--- config.mk ---
export PLATFORM = sky130hd
export DESIGN_NAME = nor_prog_seq
export DESIGN_NICKNAME = d
export VERILOG_FILES = /design/src/rtl/nor_prog_pkg.sv /design/src/rtl/nor_cmd_table.sv /design/src/rtl/nor_poll_match.sv /design/src/rtl/nor_prog_seq.sv
export SDC_FILE = /design/constraint.sdc
export NUM_CORES = 1
export LEC_CHECK = 0
export CORE_MARGIN = 3
export CORE_UTILIZATION = 42
export CTS_CLUSTER_DIAMETER = 150
export DETAILED_ROUTE_END_ITERATION = 6
export PLACE_DENSITY = 0.75
export SLEW_MARGIN = 40
export SYNTH_ARGS = -nofsm -noshare
export SYNTH_HDL_FRONTEND = slang
export SYNTH_SLANG_ARGS = --single-unit
--- constraint.sdc ---
create_clock -name clk -period 2.6 [get_ports clk]
set_input_delay 0.78 -clock clk [delete_from_list [all_inputs] [get_ports clk]]
set_output_delay 0.78 -clock clk [all_outputs]
set_load 0.05 [all_outputs]
--- src/rtl/nor_prog_pkg.sv ---
package nor_prog_pkg;

    typedef enum logic [1:0] {
        OP_PROG  = 2'd0,
        OP_SECT  = 2'd1,
        OP_CHIP  = 2'd2,
        OP_CHIP2 = 2'd3
    } op_e;

    typedef enum logic [2:0] {
        ST_IDLE  = 3'd0,
        ST_WLOW  = 3'd1,
        ST_WHIGH = 3'd2,
        ST_PRD   = 3'd3,
        ST_PGAP  = 3'd4,
        ST_FIN   = 3'd5
    } st_e;

    localparam logic [7:0]  BYTE_KEY_A   = 8'hAA;
    localparam logic [7:0]  BYTE_KEY_B   = 8'h55;
    localparam logic [7:0]  BYTE_WRITE   = 8'hA0;
    localparam logic [7:0]  BYTE_ARM     = 8'h80;
    localparam logic [7:0]  BYTE_ALL     = 8'h10;
    localparam logic [7:0]  BYTE_BLOCK   = 8'h30;
    localparam logic [11:0] LOC_KEY_A    = 12'h555;
    localparam logic [11:0] LOC_KEY_B    = 12'h2AA;
    localparam int          STEPS_PROG   = 4;
    localparam int          STEPS_ERASE  = 6;

endpackage

--- src/rtl/nor_cmd_table.sv ---
module nor_cmd_table
    import nor_prog_pkg::*;
#(
    parameter int ADDR_W = 20,
    parameter int LANES  = 4,
    localparam int DW    = 8 * LANES,
    localparam int PAD   = ADDR_W - 12
) (
    input  op_e               op,
    input  logic [2:0]        step,
    input  logic [ADDR_W-1:0] target,
    input  logic [DW-1:0]     wdata,
    output logic [ADDR_W-1:0] cyc_addr,
    output logic [DW-1:0]     cyc_data,
    output logic              last
);

    logic [7:0]  cmd_byte;
    logic        use_target;
    logic        use_wdata;
    logic [11:0] key_loc;

    always_comb begin
        cmd_byte   = BYTE_KEY_A;
        key_loc    = LOC_KEY_A;
        use_target = 1'b0;
        use_wdata  = 1'b0;
        unique case (step)
            3'd0: begin cmd_byte = BYTE_KEY_A; key_loc = LOC_KEY_A; end
            3'd1: begin cmd_byte = BYTE_KEY_B; key_loc = LOC_KEY_B; end
            3'd2: begin
                cmd_byte = (op == OP_PROG) ? BYTE_WRITE : BYTE_ARM;
                key_loc  = LOC_KEY_A;
            end
            3'd3: begin
                if (op == OP_PROG) begin
                    use_target = 1'b1;
                    use_wdata  = 1'b1;
                end else begin
                    cmd_byte = BYTE_KEY_A;
                    key_loc  = LOC_KEY_A;
                end
            end
            3'd4: begin cmd_byte = BYTE_KEY_B; key_loc = LOC_KEY_B; end
            default: begin
                if (op == OP_SECT) begin
                    cmd_byte   = BYTE_BLOCK;
                    use_target = 1'b1;
                end else begin
                    cmd_byte = BYTE_ALL;
                    key_loc  = LOC_KEY_A;
                end
            end
        endcase
    end

    assign cyc_addr = use_target ? target : {{PAD{1'b0}}, key_loc};
    assign last     = (op == OP_PROG) ? (step == 3'(STEPS_PROG - 1))
                                      : (step == 3'(STEPS_ERASE - 1));

    for (genvar g = 0; g < LANES; g++) begin : g_lane
        assign cyc_data[8*g +: 8] = use_wdata ? wdata[8*g +: 8] : cmd_byte;
    end

endmodule

--- src/rtl/nor_poll_match.sv ---
module nor_poll_match #(
    parameter int LANES = 4,
    localparam int DW   = 8 * LANES
) (
    input  logic [DW-1:0]    rdata,
    input  logic [DW-1:0]    wdata,
    input  logic [LANES-1:0] lanes,
    input  logic             is_prog,
    output logic             match
);

    logic [LANES-1:0] lane_ok;

    for (genvar g = 0; g < LANES; g++) begin : g_lane
        logic want;
        assign want       = is_prog ? wdata[8*g + 7] : 1'b1;
        assign lane_ok[g] = !lanes[g] || (rdata[8*g + 7] == want);
    end

    assign match = &lane_ok;

endmodule

--- src/rtl/nor_prog_seq.sv ---
module nor_prog_seq
    import nor_prog_pkg::*;
#(
    parameter int ADDR_W      = 20,
    parameter int LANES       = 4,
    parameter int WE_LOW_CYC  = 6,
    parameter int WE_HIGH_CYC = 3,
    parameter int WCYC_CYC    = 12,
    parameter int RD_ACC_CYC  = 12,
    parameter int OE_REC_CYC  = 2,
    parameter int OE_HOLD_CYC = 2,
    parameter int TMO_CYC     = 3000,
    localparam int DW         = 8 * LANES
) (
    input  logic              clk,
    input  logic              rst_n,
    input  logic              req_valid,
    output logic              req_ready,
    input  logic [1:0]        req_op,
    input  logic [ADDR_W-1:0] req_addr,
    input  logic [DW-1:0]     req_data,
    input  logic [LANES-1:0]  req_lanes,
    output logic              busy,
    output logic              done,
    output logic              err,
    output logic [ADDR_W-1:0] fl_addr,
    output logic [DW-1:0]     fl_dq_out,
    output logic              fl_dq_oe,
    input  logic [DW-1:0]     fl_dq_in,
    output logic [LANES-1:0]  fl_cs_n,
    output logic [LANES-1:0]  fl_we_n,
    output logic              fl_oe_n
);

    localparam int HI_A     = (WCYC_CYC - WE_LOW_CYC > WE_HIGH_CYC) ? (WCYC_CYC - WE_LOW_CYC) : WE_HIGH_CYC;
    localparam int WE_HI_EFF = (OE_HOLD_CYC > HI_A) ? OE_HOLD_CYC : HI_A;
    localparam int M1       = (WE_LOW_CYC > WE_HI_EFF) ? WE_LOW_CYC : WE_HI_EFF;
    localparam int M2       = (RD_ACC_CYC > OE_REC_CYC) ? RD_ACC_CYC : OE_REC_CYC;
    localparam int CNT_MAX  = (M1 > M2) ? M1 : M2;
    localparam int CNT_W    = $clog2(CNT_MAX + 1);
    localparam int TMO_W    = $clog2(TMO_CYC + 2);

    localparam logic [CNT_W-1:0] LD_WLOW  = CNT_W'(WE_LOW_CYC - 1);
    localparam logic [CNT_W-1:0] LD_WHIGH = CNT_W'(WE_HI_EFF - 1);
    localparam logic [CNT_W-1:0] LD_READ  = CNT_W'(RD_ACC_CYC - 1);
    localparam logic [CNT_W-1:0] LD_REC   = CNT_W'(OE_REC_CYC - 1);
    localparam logic [TMO_W-1:0] TMO_LIM  = TMO_W'(TMO_CYC);

    typedef struct packed {
        st_e               st;
        logic [2:0]        step;
        logic [CNT_W-1:0]  cnt;
        logic [TMO_W-1:0]  tmo;
        op_e               op;
        logic [ADDR_W-1:0] addr;
        logic [DW-1:0]     data;
        logic [LANES-1:0]  lanes;
        logic              fail;
        logic              done;
        logic              err;
    } regs_t;

    regs_t r_d, r_q;

    logic [ADDR_W-1:0] cyc_addr;
    logic [DW-1:0]     cyc_data;
    logic              last_step;
    logic              poll_ok;

    nor_cmd_table #(.ADDR_W(ADDR_W), .LANES(LANES)) u_table (
        .op       (r_q.op),
        .step     (r_q.step),
        .target   (r_q.addr),
        .wdata    (r_q.data),
        .cyc_addr (cyc_addr),
        .cyc_data (cyc_data),
        .last     (last_step)
    );

    nor_poll_match #(.LANES(LANES)) u_match (
        .rdata   (fl_dq_in),
        .wdata   (r_q.data),
        .lanes   (r_q.lanes),
        .is_prog (r_q.op == OP_PROG),
        .match   (poll_ok)
    );

    assign busy      = (r_q.st != ST_IDLE) || r_q.done || r_q.err;
    assign req_ready = !busy;
    assign done      = r_q.done;
    assign err       = r_q.err;

    always_comb begin
        r_d      = r_q;
        r_d.done = 1'b0;
        r_d.err  = 1'b0;
        unique case (r_q.st)
            ST_IDLE: begin
                if (req_valid && req_ready) begin
                    r_d.st    = ST_WLOW;
                    r_d.step  = 3'd0;
                    r_d.cnt   = LD_WLOW;
                    r_d.op    = op_e'(req_op);
                    r_d.addr  = req_addr;
                    r_d.data  = req_data;
                    r_d.lanes = req_lanes;
                    r_d.fail  = 1'b0;
                end
            end
            ST_WLOW: begin
                if (r_q.cnt == '0) begin
                    r_d.st  = ST_WHIGH;
                    r_d.cnt = LD_WHIGH;
                end else begin
                    r_d.cnt = r_q.cnt - 1'b1;
                end
            end
            ST_WHIGH: begin
                if (r_q.cnt != '0) begin
                    r_d.cnt = r_q.cnt - 1'b1;
                end else if (last_step) begin
                    r_d.st  = ST_PRD;
                    r_d.cnt = LD_READ;
                    r_d.tmo = '0;
                end else begin
                    r_d.st   = ST_WLOW;
                    r_d.step = r_q.step + 3'd1;
                    r_d.cnt  = LD_WLOW;
                end
            end
            ST_PRD: begin
                if (r_q.tmo != '1) r_d.tmo = r_q.tmo + 1'b1;
                if (r_q.cnt != '0) begin
                    r_d.cnt = r_q.cnt - 1'b1;
                end else if (poll_ok) begin
                    r_d.st   = ST_FIN;
                    r_d.cnt  = LD_REC;
                    r_d.fail = 1'b0;
                end else if (r_q.tmo >= TMO_LIM) begin
                    r_d.st   = ST_FIN;
                    r_d.cnt  = LD_REC;
                    r_d.fail = 1'b1;
                end else begin
                    r_d.st  = ST_PGAP;
                    r_d.cnt = LD_REC;
                end
            end
            ST_PGAP: begin
                if (r_q.tmo != '1) r_d.tmo = r_q.tmo + 1'b1;
                if (r_q.cnt == '0) begin
                    r_d.st  = ST_PRD;
                    r_d.cnt = LD_READ;
                end else begin
                    r_d.cnt = r_q.cnt - 1'b1;
                end
            end
            ST_FIN: begin
                if (r_q.cnt == '0) begin
                    r_d.st   = ST_IDLE;
                    r_d.done = !r_q.fail;
                    r_d.err  = r_q.fail;
                end else begin
                    r_d.cnt = r_q.cnt - 1'b1;
                end
            end
            default: r_d.st = ST_IDLE;
        endcase
    end

    always_ff @(posedge clk or negedge rst_n) begin
        if (!rst_n) begin
            r_q <= '{st: ST_IDLE, op: OP_PROG, default: '0};
        end else begin
            r_q <= r_d;
        end
    end

    logic in_write, in_poll;
    assign in_write = (r_q.st == ST_WLOW) || (r_q.st == ST_WHIGH);
    assign in_poll  = (r_q.st == ST_PRD) || (r_q.st == ST_PGAP);

    assign fl_cs_n   = (in_write || in_poll) ? ~r_q.lanes : '1;
    assign fl_we_n   = (r_q.st == ST_WLOW) ? ~r_q.lanes : '1;
    assign fl_oe_n   = (r_q.st != ST_PRD);
    assign fl_dq_oe  = in_write;
    assign fl_addr   = in_write ? cyc_addr : (in_poll ? r_q.addr : '0);
    assign fl_dq_out = in_write ? cyc_data : '0;

endmodule

# Yosys cells after proc, flatten, opt, wreduce, memory -nomap -nowiden
# Index checks and enable logic that the tools add are counted.
[word_totals]
reg_bits = 83
wordCells = 134
input_bits = 93
output_inout_bits = 66
[op_classes]
bitwise_logic = 1
n_lt_le_gt_ge = 1
addsub = 3
eq_ne = 28
muxes = 53
n_reduce_logical = 37
[op_table]
columns = ["operator", "count"]
rows = [
  ["$mux W20", 3],
  ["$mux W12", 3],
  ["$mux W32", 1],
  ["$mux W4", 8],
  ["$mux W8", 4],
  ["$pmux W12 S2", 1],
  ["$pmux W4 S6", 1],
  ["$pmux W8 S3", 1],
  ["$mux W3", 6],
  ["$mux W6", 3],
  ["$ne A2 B2 Y1 const B", 9],
  ["$pmux W3 S6", 1],
  ["$reduce_and A4 Y1", 4],
  ["$mux W1", 13],
  ["$add A12 B1 Y12 const B", 1],
  ["$eq A3 B2 Y1 const B", 4],
  ["$eq A3 B3 Y1 const B", 4],
  ["$ge A12 B12 Y1 const B", 1],
  ["$ne A12 B12 Y1 const B", 1],
  ["$mux W11", 1],
  ["$mux W10", 1],
  ["$logic_or A1 B1 Y1", 9],
  ["$eq A3 B1 Y1 const B", 2],
  ["$logic_not A1 Y1", 6],
  ["24 further kinds", 35],
]

# Logic depth before layout (Yosys ltp)
[depth]
ltp_word = 8
mapped_depth = 9
ltp_nobuf = 6

# Modules after synthesis
# Synthesis repeated with hierarchy kept, for this count alone.
[hier_totals]
hier_cells = 564
area_unflattened_um2 = 5420.2
[by_module_without_submodules]
columns = ["mod", "seq_area_each_um2", "cells_per_inst", "instances", "area_each_um2"]
rows = [
  ["nor_prog_seq", 2077.0, 390, 1, 4292.9],
  ["nor_cmd_table", 0.0, 159, 1, 1009.7],
  ["nor_poll_match", 0.0, 15, 1, 117.6],
]

# Least setup slack after synthesis
# Ideal clock, no wire load.
[synth_path]
path_type = "reg-to-output"
from = "register r_q[79] in the netlist's numbering"
to = "output port fl_addr[11]"
arrival_ns = 2.779
required_time_ns = 1.820
slack_ns = -0.959
path_buffers = 1
path_stages_with_launch = 8
cell_sequence = "dfrtp_1 > clkbuf_1 > inv_1 > ha_1 > nor4b_1 > a21o_1 > o211ai_1 > a21boi_0"
[synth_between]
elab_chain_len = 5
elab_cells_between_ends = 9
cone_classes = "4 x eq/ne; 3 x mux; 2 x reduce/logical"
[synth_rtl]
columns = ["element", "line_no", "source"]
rows = [
  ["from (decl)", "nor_prog_seq.sv:63", "regs_t r_d, r_q;"],
  ["from (signal assigned)", "nor_prog_seq.sv:174", "r_q <= r_d;"],
  ["$eq A3 B1 Y1 (tied with other cells)", "nor_cmd_table.sv:28", "unique case (step)"],
  ["$reduce_or A4 Y1 (no line)", "-", ""],
  ["$pmux W1 S2 *", "nor_cmd_table.sv:28", ""],
  ["$mux W20 *", "nor_cmd_table.sv:57", "assign cyc_addr = use_target ? target : {{PAD{1'b0}}, key_loc};"],
  ["$mux W20 *", "nor_prog_seq.sv:186", "assign fl_addr = in_write ? cyc_addr : (in_poll ? r_q.addr : '0);"],
  ["to (decl)", "nor_prog_seq.sv:26", "output logic [ADDR_W-1:0] fl_addr,"],
]
# Every way passes the cells marked *; elsewhere a longest branch is shown, timed or not.

# Worst setup path in the final report
[layout_path]
from = "register r_q[78] in the netlist's numbering"
to = "output port fl_addr[12]"
# Same word-level chain as after synthesis.

==> run_results.csv <==
group,metric,value,unit
run_status,outcome,"finished, violations left",
run_status,violations,"setup timing",
logic_synthesis,synthCells,465,
finish,drive_gt1_share,48.0,%
detailed_routing,drt_iter0_drc,341,
global_route,antenna_found_initial,0,
global_route,grt_pass1_vias,4714,
clock_network,ctsHoldBuffers,0,
timing,rsz0062_at_grt,"yes",
setup_path,path_delay_family,"compound AO/OA/AOI/OAI gates",
logic_synthesis,async_reset_ff_share,100,%
finish,fin_cells,773,
setup_path,cp-end-kind,"output port",
floorplanning,fp.dieW,113,um
setup_path,crit_chain,"ha_4, ha_4, nor4b_4, a21o_1, buf_4, o211ai_1, buf_12, a21boi_4, buf_12",
logic_synthesis,syn-mean-instance-area,10.3,um2
setup_path,crit_path_max_fanout,9,
finish,fill_cells,690,
hold_path,hp-class,"in2async",
timing,clock_skew,0.00959,ns
detailed_routing,drt_pass1_iterations,4,
detailed_routing,wl,14700,um
clock_network,numCtsBuffers,9,
floorplanning,rows,38,
floorplanning,die_y,113,um
finish,nets,730,
timing,slew_headroom,64.4,%
finish,area_growth,67.4,%
finish,seqCellArea,0.00208,mm2
timing,period_needed,3.17,ns
detailed_routing,wire_per_inst,19.0,um
logic_synthesis,ys.warnings.count,0,
logic_synthesis,syn_area,0.00480,mm2
setup_path,crit_type,"reg2out",
place,gp_congestion,0.835,
clock_network,cts_tree,"yes",
place,post-place-ws,-0.419,ns
global_route,grt_overflow,0,
clock_network,clk_pin_slew_worst_paths,0.06,ns
logic_synthesis,synth_edf_count,0,
clock_network,cts_root_buffer,"clkbuf_16",
floorplanning,core_area,0.0110,mm2
place,io_buffers,130,
clock_network,clockBufferDepth,2,
pwr,power_density,1620,mW/mm2
setup_path,path_buf_inv,3,
timing,setup_violations,52,
global_route,grt_max_degree,84,
timing,timing.final.ws_setup,-0.575,ns
setup_path,crit_slowest_cell,"dfrtp_2",
setup_path,critPathMaxStageDelay,0.46,ns
clock_network,insertion_delay,0.33,ns
setup_path,critical_path_required,1.82,ns
clock_network,cts_max_level,3,
detailed_routing,vias,4435,
place,dp.final_hpwl,10200,um
global_route,grt_use_total,23.2,%
floorplanning,initial_core_util,43.7,%
pwr,irDropWorstVdd,1.25,mV
setup_path,arrival,2.39,ns
finish,diodes,0,
logic_synthesis,synth-seq-cells,83,
timing,worst_slew_pin_slew,0.533,ns
logic_synthesis,yosysSeqAreaShare,43.3,%
pwr,power,13.0,mW
clock_network,cts_sinks,83,
logic_synthesis,synth_nets,567,
timing,slew_violations,0,
job,timing.max_cap.violations,0,
place,dp.cells,744,
timing,hold_viol_final,0,
setup_path,worstSetupStartpointType,"flip-flop",
logic_synthesis,ys.flop_type,"dfrtp_1",
timing,fin_crit_sh,122,%
detailed_routing,route.detailed.drc,0,
timing,fmax,0.315,GHz
detailed_routing,ant_nets,0,
finish,multi_input_area,0.00314,mm2
detailed_routing,vias_per_cell,5.74,
floorplanning,die_area,0.0127,mm2
pwr,leakagePower,3.32,nW
floorplanning,pin_count,159,
global_route,grt_pass1_wl,23800,um
logic_synthesis,synth_cell_types,71,
layer usage:
| layer | GRT usage [%] | part of all wire (%) | wire (um) | up-vias |
|---|---|---|---|---|
| met5 | 0 | 0 | 0 | - |
| met4 | 5.93 | 1.4 | 206 | 0 |
| met3 | 6.79 | 7.6 | 1110 | 15 |
| met2 | 39.7 | 52 | 7620 | 143 |
| met1 | 28.9 | 39 | 5720 | 2233 |
| li1 | - | - | - | 2044 |
path summary, 6_finish.rpt:
path	from	end	slack, ns	cells past startpoint
worst min register to register	r_q[2]	done	0.50	1
max in group asynchronous	rst_n	r_q[77]	1.74	2
worst min-delay path	rst_n	r_q[76]	0.43	2
min in group clk	r_q[2]	done	0.50	1
worst max-delay path	r_q[78]	fl_addr[12]	-0.57	9
worst max register to register	r_q[78]	r_q[65]	0.15	9
worst register-to-register path, stage by stage (launching register included):
cell	delay [ns]
dfrtp_2	0.46
ha_4	0.19
ha_4	0.18
nor3b_4	0.16
buf_6	0.14
buf_6	0.12
buf_4	0.14
o211ai_2	0.42
a22oi_2	0.23
a211oi_1	0.31
placed cells by master (no fill, tap or decap), types with 9 or more instances in the layout:
master and instances:
dfrtp_1 79, clkdlybuf4s50_1 65, mux2_2 60, buf_12 57, buf_4 42, nand2_1 27, nor2_2 15, inv_1 14
nor2_4 13, a21oi_1 13, o21a_4 12, nor2_1 12, buf_6 12, nand3_1 10, a21boi_4 9, clkbuf_16 9
cell usage after synthesis, drive strengths merged, types with 4 or more instances:
library cell | number | area, um2
a211oi | 7 | 52.6
a21boi | 10 | 78.8
a21oi | 15 | 78.8
a311o | 5 | 50.1
a31oi | 7 | 43.8
and2 | 10 | 62.6
and3 | 6 | 38.8
buf | 17 | 96.3
clkbuf | 11 | 41.3
dfrtp | 83 | 2080
ha | 9 | 113
inv | 16 | 60.1
mux2 | 60 | 676
mux2i | 4 | 40.0
nand2 | 30 | 113
nand3 | 12 | 60.1
nand4 | 5 | 31.3
nor2 | 40 | 153
nor3 | 14 | 86.3
nor3b | 7 | 72.6
nor4 | 4 | 40.0
o211ai | 8 | 65.1
o21a | 16 | 120
o21ai | 13 | 65.1
o31ai | 4 | 30.0
or4 | 5 | 37.5
flip-flops by register name, summed over array words and instances (netlist names):
| register | flops |
|---|---|
| err | 1 |
| done | 1 |
| r_q | 81 |
layout make-up:
| type | instances | share of cell area [%] |
|---|---|---|
| clock buffer | 12 | 3.07 |
| timing repair buffer | 180 | 28.6 |
| tap | 140 | 2.18 |
| clock inverter | 4 | 0.327 |
| inverter | 17 | 0.841 |
| multi-input combinational | 337 | 39.0 |
| sequential | 83 | 25.9 |
through the flow:
stage	hold WS, ns	setup TNS [ns]	util (%)	cell area, um2
final	0.434	-24.51	73.2	8040
after global routing	0.512	-28.09	73.2	8040
after CTS	0.488	-23.99	72.2	7930
after detailed placement	0.482	-12.00	66.9	7340
after global placement	0.476	-9.65	66.8	7330
after floorplan	0.425	-13.62	-	5180
where the power goes:
part	switching, mW	internal (mW)
combinational	5.01	4.48
sequential	0.514	1.84
clock	0.505	0.672
cells by family (layout without fill, tap and decap cells):
group	after synthesis	count (layout)	synth area share, %
fa+ha+maj	10	10	2.55
compound gates	110	110	17.0
mux	65	65	15.4
flops	83	83	43.3
xor+xnor	2	2	0.365
simple gates	150	150	17.3
buf+inv	45	213	4.20
timing repair:
action                                  in CTS  in global routing
resized for setup                           55                 20
buffers inserted                             8                  5
endpoints found under the setup margin      57                 58
pin swaps                                   15                  5
Note: power is estimated with default switching activity, not from simulation.
